### src/rtl/xlate_pkg.sv
package xlate_pkg;
    parameter int MAP_W  = 16;
    parameter int DA_W   = 16;
    parameter int FA_W   = 18;
    parameter int SEG_W  = 8;
    parameter int OFF_W  = 18;
    localparam int NSEG  = 1 << SEG_W;
    localparam int WIN_W = 14;          // 16 KB data window

    typedef enum logic [1:0] {
        TGT_DRAM = 2'd0,
        TGT_IRAM = 2'd1,
        TGT_UMEM = 2'd2
    } tgt_e;

    typedef struct packed {
        tgt_e             tgt;
        logic [SEG_W-1:0] seg;
        logic [OFF_W-1:0] off;
        logic             berr;
    } xres_t;

    typedef struct packed {
        logic [MAP_W-1:0] dmap;
        logic [MAP_W-1:0] imap0;
        logic [MAP_W-1:0] imap1;
    } maps_t;

    localparam logic [MAP_W-1:0] DMAP_RST  = 16'h0000;
    localparam logic [MAP_W-1:0] IMAP0_RST = 16'h0000;
    localparam logic [MAP_W-1:0] IMAP1_RST = 16'h007F;
endpackage

### src/rtl/xlate_map_regs.sv
module xlate_map_regs
    import xlate_pkg::*;
(
    input  logic             clk,
    input  logic             rst_n,
    input  logic             we,
    input  logic [1:0]       sel,
    input  logic [MAP_W-1:0] wdata,
    output maps_t            maps
);
    maps_t maps_d, maps_q;

    always_comb begin
        maps_d = maps_q;
        if (we) begin
            case (sel)
                2'd0:    maps_d.dmap  = wdata;
                2'd1:    maps_d.imap0 = wdata;
                2'd2:    maps_d.imap1 = wdata;
                default: ;
            endcase
        end
    end

    always_ff @(posedge clk or negedge rst_n) begin
        if (!rst_n) begin
            maps_q.dmap  <= DMAP_RST;
            maps_q.imap0 <= IMAP0_RST;
            maps_q.imap1 <= IMAP1_RST;
        end else begin
            maps_q <= maps_d;
        end
    end

    assign maps = maps_q;

    AST_DMAP_WRITE: assert property (@(posedge clk) disable iff (!rst_n)
        (we && sel == 2'd0) |=> (maps.dmap == $past(wdata)));
    AST_SEL3_HOLD: assert property (@(posedge clk) disable iff (!rst_n)
        (we && sel == 2'd3) |=> $stable(maps));
endmodule

### src/rtl/xlate_data.sv
module xlate_data
    import xlate_pkg::*;
(
    input  logic             clk,
    input  logic             rst_n,
    input  logic [DA_W-1:0]  addr,
    input  logic [MAP_W-1:0] dmap,
    output xres_t            res
);
    localparam int LO_W = OFF_W - WIN_W;   // width of the window bank field

    always_comb begin
        res      = '0;
        res.tgt  = TGT_DRAM;
        res.off  = OFF_W'(addr);
        if (addr[DA_W-1 -: 2] == 2'b11) begin
            res.berr = (addr[DA_W-1:4] != 12'hFF0);
        end else if (addr[DA_W-1]) begin
            if (dmap[12]) begin
                res.tgt = TGT_IRAM;
                res.off = {dmap[LO_W-1:0], addr[WIN_W-1:0]};
            end else begin
                res.tgt = TGT_UMEM;
                res.seg = SEG_W'(dmap[9:3]);
                res.off = OFF_W'({dmap[2:0], addr[WIN_W-1:0]});
            end
        end
    end

    AST_LOW_DIRECT: assert property (@(posedge clk) disable iff (!rst_n)
        (addr < 16'h8000) |-> (res.tgt == TGT_DRAM && !res.berr && res.off == OFF_W'(addr)));
    AST_IO_DIRECT: assert property (@(posedge clk) disable iff (!rst_n)
        (addr >= 16'hC000) |-> (res.tgt == TGT_DRAM && res.off == OFF_W'(addr)));
    AST_WIN_NO_ERR: assert property (@(posedge clk) disable iff (!rst_n)
        (addr >= 16'h8000 && addr < 16'hC000) |-> !res.berr);
    AST_WIN_LOW_BITS: assert property (@(posedge clk) disable iff (!rst_n)
        (addr >= 16'h8000 && addr < 16'hC000) |-> (res.off[WIN_W-1:0] == addr[WIN_W-1:0]));
endmodule

### src/rtl/xlate_fetch.sv
module xlate_fetch
    import xlate_pkg::*;
(
    input  logic             clk,
    input  logic             rst_n,
    input  logic [FA_W-1:0]  addr,
    input  logic [MAP_W-1:0] imap0,
    input  logic [MAP_W-1:0] imap1,
    input  logic [NSEG-1:0]  present,
    output xres_t            res
);
    logic [MAP_W-1:0] map_sel;

    assign map_sel = addr[FA_W-1] ? imap1 : imap0;

    always_comb begin
        res     = '0;
        res.tgt = TGT_IRAM;
        res.off = OFF_W'(addr);
        if (!map_sel[12]) begin
            res.tgt  = TGT_UMEM;
            res.seg  = map_sel[SEG_W-1:0];
            res.off  = OFF_W'(addr[FA_W-2:0]);
            res.berr = !present[map_sel[SEG_W-1:0]];
        end
    end

    AST_FETCH_IRAM: assert property (@(posedge clk) disable iff (!rst_n)
        (res.tgt == TGT_IRAM) |-> (res.off == OFF_W'(addr) && !res.berr));
    AST_FETCH_UMEM_ERR: assert property (@(posedge clk) disable iff (!rst_n)
        (res.tgt == TGT_UMEM) |-> (res.berr == !present[res.seg]));
    AST_FETCH_UMEM_OFF: assert property (@(posedge clk) disable iff (!rst_n)
        (res.tgt == TGT_UMEM) |-> (res.off[OFF_W-1] == 1'b0));
endmodule

### src/rtl/addr_map_xlate.sv
module addr_map_xlate
    import xlate_pkg::*;
(
    input  logic             clk,
    input  logic             rst_n,
    input  logic             cfg_we,
    input  logic [1:0]       cfg_sel,
    input  logic [15:0]      cfg_wdata,
    input  logic [255:0]     seg_present,
    input  logic [15:0]      dat_addr,
    output logic [1:0]       dat_tgt,
    output logic [7:0]       dat_seg,
    output logic [17:0]      dat_off,
    output logic             dat_berr,
    input  logic [17:0]      ftc_addr,
    output logic [1:0]       ftc_tgt,
    output logic [7:0]       ftc_seg,
    output logic [17:0]      ftc_off,
    output logic             ftc_berr
);
    maps_t maps;
    xres_t d_res, f_res;

    xlate_map_regs u_regs (
        .clk   (clk),
        .rst_n (rst_n),
        .we    (cfg_we),
        .sel   (cfg_sel),
        .wdata (cfg_wdata),
        .maps  (maps)
    );

    xlate_data u_data (
        .clk   (clk),
        .rst_n (rst_n),
        .addr  (dat_addr),
        .dmap  (maps.dmap),
        .res   (d_res)
    );

    xlate_fetch u_fetch (
        .clk     (clk),
        .rst_n   (rst_n),
        .addr    (ftc_addr),
        .imap0   (maps.imap0),
        .imap1   (maps.imap1),
        .present (seg_present),
        .res     (f_res)
    );

    assign dat_tgt  = d_res.tgt;
    assign dat_seg  = d_res.seg;
    assign dat_off  = d_res.off;
    assign dat_berr = d_res.berr;
    assign ftc_tgt  = f_res.tgt;
    assign ftc_seg  = f_res.seg;
    assign ftc_off  = f_res.off;
    assign ftc_berr = f_res.berr;
endmodule

### config.mk
export PLATFORM = sky130hd
export DESIGN_NAME = addr_map_xlate
export DESIGN_NICKNAME = d
export VERILOG_FILES = /design/src/rtl/xlate_pkg.sv /design/src/rtl/xlate_map_regs.sv /design/src/rtl/xlate_data.sv /design/src/rtl/xlate_fetch.sv /design/src/rtl/addr_map_xlate.sv
export SDC_FILE = /design/constraint.sdc
export NUM_CORES = 1
export LEC_CHECK = 0
export ABC_AREA = 1
export CAP_MARGIN = 30
export CORE_AREA = 2 2 144 146
export CTS_CLUSTER_SIZE = 10
export DETAILED_ROUTE_END_ITERATION = 8
export DIE_AREA = 0 0 146 148
export GPL_TIMING_DRIVEN = 0
export PLACE_DENSITY_LB_ADDON = 0.08
export RECOVER_POWER = 25
export SLEW_MARGIN = 15
export SYNTH_ARGS = -nofsm -noshare
export SYNTH_HDL_FRONTEND = slang
export SYNTH_SLANG_ARGS = --single-unit
### constraint.sdc
create_clock -name clk -period 4.4 [get_ports clk]
set_input_delay 0.66 -clock clk [delete_from_list [all_inputs] [get_ports clk]]
set_output_delay 0.66 -clock clk [all_outputs]
set_load 0.005 [all_outputs]
==> summary.txt <==
Die Y = 148 µm
Final Skew = 0 ps
Mean Syn Cell Area = 5.06 µm²
FF+latch count, synth = 29
clk_lat worst skew = 270 ps
Synth Warn # = 0
Critical Path RT = 3740 ps
Mapped Nets = 1295
end of the worst hold path = u_regs.maps[18]
Least-Margin Pin Slew = 1490 ps
CTS tree = yes
Avg WL per Cell = 16.3 µm
core area = 20000 µm²
sequential fraction of the synthesis area = 0.147
CTS root buffer = clkbuf_16
WS Path Type = in2out
Starting Density = 0.249
clk slew on worst S/H paths = 40 ps
initial antenna violation count = 9
CTS H-tree depth = 2
top cells by area, synth = nand2_1 (26%), nand3_1 (22%), inv_1 (16%)
Routed WL = 26100 µm
Reg2Reg Depth = 2
outcome = finished with violations
reg2reg start = u_regs.maps[0]
Seq. cell area = 734 µm²
IO Port Bufs = 340
layout cells sized above 1 = 0.0788
synthesized area = 4980 µm²
largest net degree at the start of global routing = 30
router iterations before antenna repair = 5
Post-Syn Instances = 984
Fin Setup TNS = 0 ps
final setup vio count = 0
Fillers = 2268
Synth cell types = 27
CP Launch Type = primary input
Int Pwr = 1130 µW
# resized after CTS = 0
drt drc = 0
Hold Path Origin = u_regs.maps[18]
reg2reg end = u_regs.maps[0]
Layout area overhead = 78.0%
most frequent cells in the layout = nand2_1 (342), clkdlybuf4s50_1 (339), nand3_1 (222)
RSZ-0062 raised after global routing = false
first-pass GRT wire length = 39800 µm
Post-CTS Hold Buffers = 0
Hold Vio Cnt, Final = 0
Die X = 146 µm
worst hold margin = 480 ps
pwr dens = 221 nW/µm²
cell taking the most area after synthesis = nand2_1
max reg flops = 29
LEAKAGE = 0.00460 µW
post-CTS setup buffer count = 0
maximum VDD drop = 0.000223 V
Tcrit/Tclk final = 0.827
Comb pwr share = 0.665
Final #Nets = 1642
FF-to-FF setup slack = 3650 ps
# IOs = 369
detailed placement HPWL = 21500 µm
grt ovf = 0
NetSw = 827 µW
clock buffer depth = 2
CTS Buf Count = 5
final slew viol count = 0
Max Fclk = 275 MHz
sequential power share = 0.175
min Tclk post-route = 3640 ps
Clock Power Share = 0.160
routed vias = 7054
vias in the first global route = 7093
Routed Antenna Nets = 0
crit path DAT = 2980 ps
GRT Resource Usage Total = 0.235
Hold WC Path Type = reg2reg
Die ar. = 21600 µm²
WHS Path Cells = 2
most common cell after layout, fill and taps aside = nand2_1
Clock Sinks = 29
First DRT Iteration DRCs = 331
cell row count = 52
switch share = 0.422
crit-path max FO = 10
failing checks = max-capacitance violations
via-per-instance ratio = 4.39
share of the synthesized area in the top cell type = 0.258
Multi-input gate area = 2890 µm²
Crit. End Element = primary output
Slew Limit Headroom = 0.00625
RD Place Congestion = 0.873
max cap viols = 1
[layer usage]
metal | track usage | part of all wire
met3 | 0.0537 | 0.079
met1 | 0.282 | 0.41
met2 | 0.415 | 0.49
met4 | 0.0752 | 0.029
met5 | 0 | 0.00088
[power by group through the flow]
stage | combinational [µW] | clock (µW) | sequential [µW]
finish | 1300 | 314 | 342
global route | 1440 | 330 | 347
CTS | 1310 | 319 | 342
detailed placement | 1310 | 0 | 345
global placement | 1310 | 0 | 344
floorplan | 690 | 0 | 338
[how the worst max path moves through the flow]
stage                       from  endpoint  slack, ps  cells past startpoint
floorplan           ftc_addr[17]  ftc_berr       1780                     15
global placement    ftc_addr[17]  ftc_berr        750                     14
detailed placement  ftc_addr[17]  ftc_berr        730                     14
CTS                 ftc_addr[17]  ftc_berr        730                     14
global route        ftc_addr[17]  ftc_berr        560                     17
finish              ftc_addr[17]  ftc_berr        760                     14
[Yosys cell counts]
master,count
nand2_1,342
nand3_1,222
inv_1,209
buf_4,42
o21ai_0,33
buf_2,32
nor2_1,24
dfrtp_1,22
clkbuf_1,9
dfstp_2,7
nand3b_1,6
o211ai_1,6
buf_6,4
a21oi_1,3
inv_2,3
nand2_2,3
o21ai_1,3
o21ai_2,3
or2_2,3
a41oi_1,1
clkinv_1,1
conb_1,1
inv_4,1
nand2_4,1
nor3_1,1
nor4_1,1
o21ai_4,1
[through the flow]
stage	instance area (µm²)	setup WS [ps]	total power (µW)	cells	utilization
final	8870	763	1960	1608	0.442
after global routing	8870	558	2120	1608	0.442
after CTS	8850	730	1980	1602	0.442
after detailed placement	8720	735	1650	1594	0.435
after global placement	8720	755	1650	1594	0.435
after floorplan	4980	1780	1030	984	-
[final cells by class]
class,count,share of cell area
plain buffers,87,0.0625
well taps,270,0.0381
inverters,214,0.0909
flip-flops and latches,29,0.0828
diodes,6,0.00169
clock buffers,8,0.0154
multi-input cells,654,0.325
repair buffers,340,0.383
[critical path, stage by stage]
cell and delay, ps:
buf_6 120, buf_6 160, nand2_1 80, o21ai_2 150, clkbuf_1 530, nand3_1 190, nand3_1 110, nand3_1 90
nand3_1 90, nand3_1 80, nand3_1 90, nand2_1 50, inv_1 50, clkdlybuf4s50_1 520
[cell families after synthesis]
logic type      synth area share
other cells             0.000753
buf+inv                    0.273
compound gates            0.0585
flops                      0.147
simple gates               0.520
Note: power is estimated with default switching activity, not from simulation.
